===== config.mk =====
export PLATFORM = sky130hd
export DESIGN_NAME = sw_reg_bridge
export DESIGN_NICKNAME = d
export VERILOG_FILES = /design/src/rtl/brg_pkg.sv /design/src/rtl/brg_ctrl.sv /design/src/rtl/brg_cmd.sv /design/src/rtl/brg_irq_cap.sv /design/src/rtl/sw_reg_bridge.sv
export SDC_FILE = /design/constraint.sdc
export NUM_CORES = 1
export LEC_CHECK = 0
export ABC_CLOCK_PERIOD_IN_PS = 2800
export BUFFER_PORTS_ARGS = -buffer_cell sky130_fd_sc_hd__buf_2
export CORE_ASPECT_RATIO = 1.2
export CORE_MARGIN = 5
export CORE_UTILIZATION = 40
export CTS_CLUSTER_SIZE = 16
export DETAILED_ROUTE_END_ITERATION = 6
export GPL_ROUTABILITY_DRIVEN = 0
export PLACE_DENSITY = 0.76
export RECOVER_POWER = 100
export SYNTH_ARGS = -nofsm -noshare
export SYNTH_HDL_FRONTEND = slang
export SYNTH_HIERARCHICAL = 1
export SYNTH_SLANG_ARGS = --single-unit

===== constraint.sdc =====
create_clock -name clk_i -period 2.8 [get_ports clk_i]
set_input_delay 0.42 -clock clk_i [delete_from_list [all_inputs] [get_ports clk_i]]
set_output_delay 0.42 -clock clk_i [all_outputs]
set_load 0.01 [all_outputs]

===== src/rtl/brg_pkg.sv =====
package brg_pkg;
  localparam int HW   = 32;
  localparam int PG_W = 8;
  localparam int DW   = 2 * HW;

  localparam logic [7:0] A_CMD = 8'h2C;
  localparam logic [7:0] A_WDH = 8'h30;
  localparam logic [7:0] A_WDL = 8'h34;
  localparam logic [7:0] A_RDH = 8'h38;
  localparam logic [7:0] A_RDL = 8'h3C;
  localparam logic [7:0] A_CTL = 8'h40;
  localparam logic [7:0] A_INT = 8'h44;

  localparam int C_GO   = 0;
  localparam int C_WR   = 1;
  localparam int C_RST  = 2;
  localparam int C_OFS  = 16;
  localparam int C_PAGE = 24;

  localparam int K_IEN  = 1;
  localparam int K_REQ  = 3;
  localparam int K_GNT  = 4;
  localparam int K_INIT = 6;

  typedef struct packed {
    logic [PG_W-1:0] page;
    logic [PG_W-1:0] ofs;
    logic            wr;
  } be_cmd_t;
endpackage


===== src/rtl/brg_ctrl.sv =====
module brg_ctrl (
  input  logic clk_i,
  input  logic rst_ni,
  input  logic we_i,
  input  logic req_bit_i,
  input  logic ien_bit_i,
  output logic req_o,
  output logic ien_o
);
  always_ff @(posedge clk_i or negedge rst_ni) begin
    if (!rst_ni) begin
      req_o <= 1'b0;
      ien_o <= 1'b0;
    end else if (we_i) begin
      req_o <= req_bit_i;
      ien_o <= ien_bit_i;
    end
  end
endmodule


===== src/rtl/brg_cmd.sv =====
module brg_cmd
  import brg_pkg::*;
(
  input  logic            clk_i,
  input  logic            rst_ni,
  input  logic            cmd_we_i,
  input  logic            go_i,
  input  logic            abort_i,
  input  be_cmd_t         cmd_i,
  input  logic            gnt_i,
  input  logic            be_ack_i,
  input  logic [DW-1:0]   be_rdata_i,
  output logic            busy_o,
  output be_cmd_t         cmd_o,
  output logic [DW-1:0]   rdata_o
);
  logic abort, start, done;

  assign abort = cmd_we_i & abort_i;
  assign start = cmd_we_i & ~abort_i & go_i & gnt_i & ~busy_o;
  assign done  = busy_o & be_ack_i;

  always_ff @(posedge clk_i or negedge rst_ni) begin
    if (!rst_ni) begin
      busy_o <= 1'b0;
      cmd_o  <= '0;
    end else if (abort) begin
      busy_o <= 1'b0;
    end else if (start) begin
      busy_o <= 1'b1;
      cmd_o  <= cmd_i;
    end else if (done) begin
      busy_o <= 1'b0;
    end
  end

  // read result lands on the edge that clears busy
  always_ff @(posedge clk_i or negedge rst_ni) begin
    if (!rst_ni)                         rdata_o <= '0;
    else if (done && !abort && !cmd_o.wr) rdata_o <= be_rdata_i;
  end
endmodule


===== src/rtl/brg_irq_cap.sv =====
module brg_irq_cap #(
  parameter int EVT_N = 13
) (
  input  logic             clk_i,
  input  logic             rst_ni,
  input  logic             clr_we_i,
  input  logic [EVT_N-1:0] clr_mask_i,
  input  logic [EVT_N-1:0] evt_i,
  input  logic             ien_i,
  output logic [EVT_N-1:0] cap_o,
  output logic             irq_o
);
  for (genvar b = 0; b < EVT_N; b++) begin : g_bit
    always_ff @(posedge clk_i or negedge rst_ni) begin
      if (!rst_ni) cap_o[b] <= 1'b0;
      else         cap_o[b] <= (cap_o[b] & ~(clr_we_i & clr_mask_i[b])) | evt_i[b];
    end
  end

  assign irq_o = ien_i & (|cap_o);
endmodule


===== src/rtl/sw_reg_bridge.sv =====
module sw_reg_bridge
  import brg_pkg::*;
#(
  parameter int ADDR_W = 8,
  parameter int EVT_N  = 13
) (
  input  logic              clk_i,
  input  logic              rst_ni,
  input  logic              hst_req_i,
  input  logic              hst_we_i,
  input  logic [ADDR_W-1:0] hst_addr_i,
  input  logic [HW-1:0]     hst_wdata_i,
  output logic [HW-1:0]     hst_rdata_o,
  output logic              own_req_o,
  input  logic              own_gnt_i,
  input  logic              init_done_i,
  output logic              be_valid_o,
  output logic              be_write_o,
  output logic [PG_W-1:0]   be_page_o,
  output logic [PG_W-1:0]   be_offset_o,
  output logic [DW-1:0]     be_wdata_o,
  input  logic              be_ack_i,
  input  logic [DW-1:0]     be_rdata_i,
  input  logic [EVT_N-1:0]  evt_i,
  output logic              irq_o
);
  localparam int NWD = DW / HW;

  logic             hst_wr;
  logic             sel_cmd, sel_ctl, sel_int;
  logic             ien_q, busy_q;
  be_cmd_t          cmd_in, cmd_q;
  logic [DW-1:0]    rd_q;
  logic [EVT_N-1:0] cap_q;
  logic [NWD-1:0][HW-1:0] wd_q;

  assign hst_wr  = hst_req_i & hst_we_i;
  assign sel_cmd = hst_addr_i == ADDR_W'(A_CMD);
  assign sel_ctl = hst_addr_i == ADDR_W'(A_CTL);
  assign sel_int = hst_addr_i == ADDR_W'(A_INT);

  assign cmd_in.page = hst_wdata_i[C_PAGE +: PG_W];
  assign cmd_in.ofs  = hst_wdata_i[C_OFS  +: PG_W];
  assign cmd_in.wr   = hst_wdata_i[C_WR];

  brg_ctrl u_ctrl (
    .clk_i     (clk_i),
    .rst_ni    (rst_ni),
    .we_i      (hst_wr & sel_ctl),
    .req_bit_i (hst_wdata_i[K_REQ]),
    .ien_bit_i (hst_wdata_i[K_IEN]),
    .req_o     (own_req_o),
    .ien_o     (ien_q)
  );

  brg_cmd u_cmd (
    .clk_i      (clk_i),
    .rst_ni     (rst_ni),
    .cmd_we_i   (hst_wr & sel_cmd),
    .go_i       (hst_wdata_i[C_GO]),
    .abort_i    (hst_wdata_i[C_RST]),
    .cmd_i      (cmd_in),
    .gnt_i      (own_gnt_i),
    .be_ack_i   (be_ack_i),
    .be_rdata_i (be_rdata_i),
    .busy_o     (busy_q),
    .cmd_o      (cmd_q),
    .rdata_o    (rd_q)
  );

  brg_irq_cap #(.EVT_N(EVT_N)) u_irq (
    .clk_i      (clk_i),
    .rst_ni     (rst_ni),
    .clr_we_i   (hst_wr & sel_int),
    .clr_mask_i (hst_wdata_i[EVT_N-1:0]),
    .evt_i      (evt_i),
    .ien_i      (ien_q),
    .cap_o      (cap_q),
    .irq_o      (irq_o)
  );

  // staged write words: index 0 low, 1 high
  for (genvar w = 0; w < NWD; w++) begin : g_wd
    localparam logic [7:0] WA = (w == 0) ? A_WDL : A_WDH;
    always_ff @(posedge clk_i or negedge rst_ni) begin
      if (!rst_ni)                                   wd_q[w] <= '0;
      else if (hst_wr && hst_addr_i == ADDR_W'(WA)) wd_q[w] <= hst_wdata_i;
    end
  end

  assign be_wdata_o  = wd_q;
  assign be_valid_o  = busy_q;
  assign be_write_o  = cmd_q.wr;
  assign be_page_o   = cmd_q.page;
  assign be_offset_o = cmd_q.ofs;

  always_comb begin
    hst_rdata_o = '0;
    unique case (1'b1)
      sel_cmd: begin
        hst_rdata_o[C_PAGE +: PG_W] = cmd_q.page;
        hst_rdata_o[C_OFS  +: PG_W] = cmd_q.ofs;
        hst_rdata_o[C_WR]           = cmd_q.wr;
        hst_rdata_o[C_GO]           = busy_q;
      end
      sel_ctl: begin
        hst_rdata_o[K_IEN]  = ien_q;
        hst_rdata_o[K_REQ]  = own_req_o;
        hst_rdata_o[K_GNT]  = own_gnt_i;
        hst_rdata_o[K_INIT] = init_done_i;
      end
      sel_int:                             hst_rdata_o = HW'(cap_q);
      (hst_addr_i == ADDR_W'(A_WDL)):      hst_rdata_o = wd_q[0];
      (hst_addr_i == ADDR_W'(A_WDH)):      hst_rdata_o = wd_q[1];
      (hst_addr_i == ADDR_W'(A_RDL)):      hst_rdata_o = rd_q[HW-1:0];
      (hst_addr_i == ADDR_W'(A_RDH)):      hst_rdata_o = rd_q[DW-1:HW];
      default:                             hst_rdata_o = '0;
    endcase
  end
endmodule


======== Yosys cells after proc, flatten, opt, wreduce, memory -nomap -nowiden ========
Index checks and enable logic that the tools add are counted.
storage, ports and cells
  register bits after elaboration ......... 161
  logic and storage cells ................. 115
  output and inout port bits .............. 116
  input bits .............................. 124
cells by class
  bitwise operators ....................... 66
  equal/unequal tests ..................... 7
  multiplexer cells ....................... 11
  reductions and logical operators ........ 9
operator list
  cell                count
  $pmux 16 s5         1
  $pmux 9 s5          1
  $eq 8x6->1 const B  5
  $and 1x1->1         37
  $eq 8x7->1 const B  2
  $not 1->1           16
  $or 1x1->1          13
  $reduce_or 13->1    1
  $pmux 1 s6          2
  $pmux 2 s6          1
  $pmux 1 s5          2
  $pmux 1 s7          1
  $logic_and 1x1->1   4
  $mux 1              3
  $reduce_bool 3->1   1
  $logic_not 1->1     2
  $reduce_and 2->1    1

======== Longest topological paths before layout ========
  depth after elaboration ................. 8
  depth in mapped cells ................... 12
  gate-level depth less buffers ........... 7

======== By module ========
Netlist, hierarchy kept.
modules (own cells, without submodules)
  module         seq. area each (um2)  cells an instance  times used  area an instance (um2)
  sw_reg_bridge  1601.5                324                1           3822.4
  brg_cmd        2052.0                177                1           3383.2
  brg_irq_cap    325.3                 46                 1           516.7
  brg_ctrl       50.0                  4                  1           72.6

======== Least setup slack after synthesis ========
Ideal clock, no wire load.
  kind .................................... input port to flip-flop
  start ................................... input port hst_addr_i[2]
  end ..................................... register u_cmd/cmd_o[10] in the netlist's numbering
  path buffers ............................ 4
  library setup time ...................... 0.125 ns
  data arrival time ....................... 2.475 ns
  stages on the path ...................... 11
  data required time ...................... 2.675 ns
  slack ................................... 0.200 ns
  cells stage by stage .................... buf_4 nor3b_2 and3_1 clkbuf_1 buf_2 nand2_1 nor2_1 nand4b_2 nor2_4 buf_6 mux2_2
on the way
  cells in the longest elaborated chain, start to end .. 7
  elaborated cells on any way between the ends .. 9
  classes of those cells .................. eq/ne (1); bitwise (7); reduce/logical (1)
ends and longest elaborated chain
  element                         line                 source
  from (decl)                     sw_reg_bridge.sv:11  input logic [ADDR_W-1:0] hst_addr_i,
  $eq 8x6->1 (*)                  sw_reg_bridge.sv:38  assign sel_cmd = hst_addr_i == ADDR_W'(A_CMD);
  $and 1x1->1 (*)                 sw_reg_bridge.sv:59  .cmd_we_i (hst_wr & sel_cmd),
  $and 1x1->1 (4 in series)       brg_cmd.sv:20        assign start = cmd_we_i & ~abort_i & go_i & gnt_i & ~busy_o;
  $reduce_and 2->1 (no line) (*)  -
  to (signal assigned)            brg_cmd.sv:31        cmd_o <= cmd_i;
  to (decl)                       brg_cmd.sv:14        output be_cmd_t cmd_o,
Every way passes the cells marked *; elsewhere a longest branch is shown, timed or not.
A chain may end at the register's enable or synchronous reset.

======== Final worst setup path ========
  start ................................... input port hst_addr_i[1]
  end ..................................... output port hst_rdata_o[19]
on the way
  cells in the longest elaborated chain, start to end .. 2
  elaborated cells on any way between the ends .. 6
  classes of those cells .................. eq/ne (5); mux (1)
ends and longest elaborated chain
  element                               line                 source
  $eq 8x6->1, on equally long branches  -
  $pmux 16 s5 (*)                       sw_reg_bridge.sv:99  unique case (1'b1)
  to (decl)                             sw_reg_bridge.sv:13  output logic [HW-1:0] hst_rdata_o,
Marks and branches as above.

==> metrics <==
status=complete, but fails checks; failing checks=max-capacitance violations, max-slew violations; ys flop type=dfrtp_1; Mapped Nets=675; Critical path buffers and inverters=3; CTS tree=yes; Rows=56; Cell variety after synth=50; top-count cell post-synth=dfrtp_1; combinational share of power=6.5%; total track usage=22.5%; mapped cell area=7790 um2; clock power share=47.5%; register share of total power=46.0%; Port Buffers=239; Async S/R FF share, synth=100%; Multi-input gate area=3220 um2; initial antenna violation count=2; die area=22400 um2; number of global-route vias before repair=6188; worst-margin pin slew=1820 ps; hpwl dp=19.2 mm; largest net degree at the start of global routing=71; DRT met1 WL=9.77 mm; total number of vias=5857; max-cap viol count=1; top cells by area, synth=dfrtp_1, mux2_2, mux2_4; wire per inst=23.3 um; EDFF count, synth=0; initial DRC count=311; clk_lat worst skew=420 ps; Seq cells post-synth=161; IO Count=240; final period utilization=91.9%; internal power=3.93 mW; Max-slew headroom=-21.5%; Resize count post-CTS=0; final setup fails=0; area leader, netlist=dfrtp_1; CP delay by family, top=buffers and inverters; Final nets=927; Setup WS pre-CTS=288 ps; H-tree Lvls=4; leakage power total=4.55 nW; post-route ant nets=0; Mapped Cells=551; maximum vdd drop=361 uV; Fin. Hold Viols=0; Sum Neg Setup Slack=0 ps; net switching power=1.25 mW; startpoint class of the critical path=primary input; CTS Root Cell=clkbuf_16; first-pass GRT wire length=37.1 mm; RSZ-0062 raised after global routing=false; Reg area=4030 um2; Die H=163 um; total wire length=25.2 mm; first-pass detailed-route iteration total=5; WL met2=12.2 mm; Clock Sinks=161; clock-pin slew on the worst setup and hold paths=70 ps; clock buffer depth=2; share of the yosys chip area belonging to registers=51.7%; CP Capture Type=output pin; warnings from Yosys=6; Overflow after GRT=0; Max Fanout on Critical Path=12; Fillers=1820; Max Freq=389 MHz; Yosys top cell area share=51.7%; number of buffers created by CTS=17; Hold Buf Count CTS=0; core area=19300 um2; R2R setup slack=910 ps; Worst path slowest cell=or3_4; crit-path max cell delay=490 ps; Post CTS Setup Buffer Count=0; CP Cell Sequence=buf_2 > or3_4 > nor3_1 > clkbuf_2 > a22oi_1 > o22ai_1 > clkbuf_1; crit path kind=primary input to output pin; Residual DRC=0; HP Class=primary input to flip-flop; via-per-instance ratio=5.43; fin worst setup slack=227 ps; Top Metal Used=met5; CP arrival=2150 ps; minimum clock period=2570 ps; Fin Clk Skew=9.47 ps; Layout area overhead=21.9%; max-slew violations=70; Initial Util=40.3%; layout cells sized above 1=37.1%; Syn Area/Cell=14.1 um2; Pwr Density=545 nW/um2; switching part of the total power=24.1%; met3 wire length=2.31 mm; top post-synthesis cells by count=dfrtp_1, mux2_2, mux2_4, a22oi_1, nand2_1; DIE WIDTH=137 um; WP data required=2380 ps
cell type report:
cell class              count  share of cell area [%]
diodes                      1                  0.0263
well taps                 261                    3.44
clock inverters            14                    2.03
clock buffers              18                    4.52
flip-flops and latches    161                    42.4
repair buffers            268                    13.6
multi-input cells         353                    33.9
inverters                   2                  0.0790
metrics by stage:
stage	power (mW)	instance area, um2	cells	utilization (%)	hold slack [ps]
after global routing	5.38	9500	1078	49.1	149
final	5.18	9500	1078	49.1	178
after CTS	5.26	9970	1077	51.6	29.1
after floorplan	2.54	7790	551	-	124
after detailed placement	2.79	9350	1045	48.4	484
after global placement	2.78	9350	1045	48.4	480
registers in the layout (all words and copies together) (netlist names):
name / count
be_wdata_o: 64
u_cmd/busy_o: 1
u_cmd/rdata_o: 64
u_ctrl/ien_o: 1
u_cmd/cmd_o: 17
u_irq/cap_o: 13
u_ctrl/req_o: 1
final timing paths:
check | from | to | cells after the start
max | hst_addr_i[1] | hst_rdata_o[19] | 7
min | evt_i[11] | u_irq/cap_o[11] | 2
max reg2reg | u_cmd/busy_o | u_cmd/cmd_o[11] | 4
min reg2reg | u_cmd/rdata_o[27] | u_cmd/rdata_o[27] | 1
max in group asynchronous | rst_ni | be_wdata_o[56] | 2
min in group asynchronous | rst_ni | be_wdata_o[40] | 1
cell usage in the layout, fill, tap and decap left out, types with 2 or more instances in the layout:
| cell | n |
|---|---|
| dfrtp_1 | 161 |
| buf_2 | 127 |
| clkbuf_1 | 120 |
| mux2_2 | 107 |
| mux2_1 | 59 |
| a22oi_1 | 37 |
| nand2_1 | 26 |
| o22ai_1 | 20 |
| clkbuf_16 | 17 |
| a21o_1 | 13 |
| nor2_1 | 11 |
| mux2i_1 | 11 |
| buf_4 | 10 |
| nor3_1 | 8 |
| a22o_1 | 7 |
| a21oi_1 | 7 |
| clkbuf_2 | 7 |
| mux4_2 | 5 |
| buf_12 | 5 |
| inv_8 | 4 |
| inv_6 | 4 |
| mux2_4 | 4 |
| o22a_1 | 3 |
| nand3_1 | 3 |
| o21ai_0 | 3 |
| nor4_1 | 3 |
| clkinvlp_4 | 3 |
| bufinv_16 | 3 |
| or3b_2 | 2 |
| inv_1 | 2 |
| and3_1 | 2 |
| nor3b_1 | 2 |
| a32oi_1 | 2 |
routing by layer:
| metal | vias up | global-route usage, % |
|---|---|---|
| met2 | 295 | 36.7 |
| met5 | - | 0 |
| met4 | 2 | 8.94 |
| met3 | 42 | 6.98 |
| li1 | 2580 | - |
| met1 | 2938 | 27.7 |
kinds of logic after synthesis:
logic type,count (synthesis),synth area share [%]
simple gates,70,5.12
mux,186,30.3
buf+inv,37,3.92
flops,161,51.7
compound gates,97,8.97
power by group through the flow:
stage | Clock (mW) | Sequential, mW | Combinational, mW
after detailed placement | 0 | 2.43 | 0.360
after floorplan | 0 | 2.43 | 0.107
after CTS | 2.51 | 2.38 | 0.361
after global placement | 0 | 2.43 | 0.355
final | 2.46 | 2.38 | 0.336
after global routing | 2.63 | 2.39 | 0.370
No activity file was read; power rests on OpenSTA's default activity.
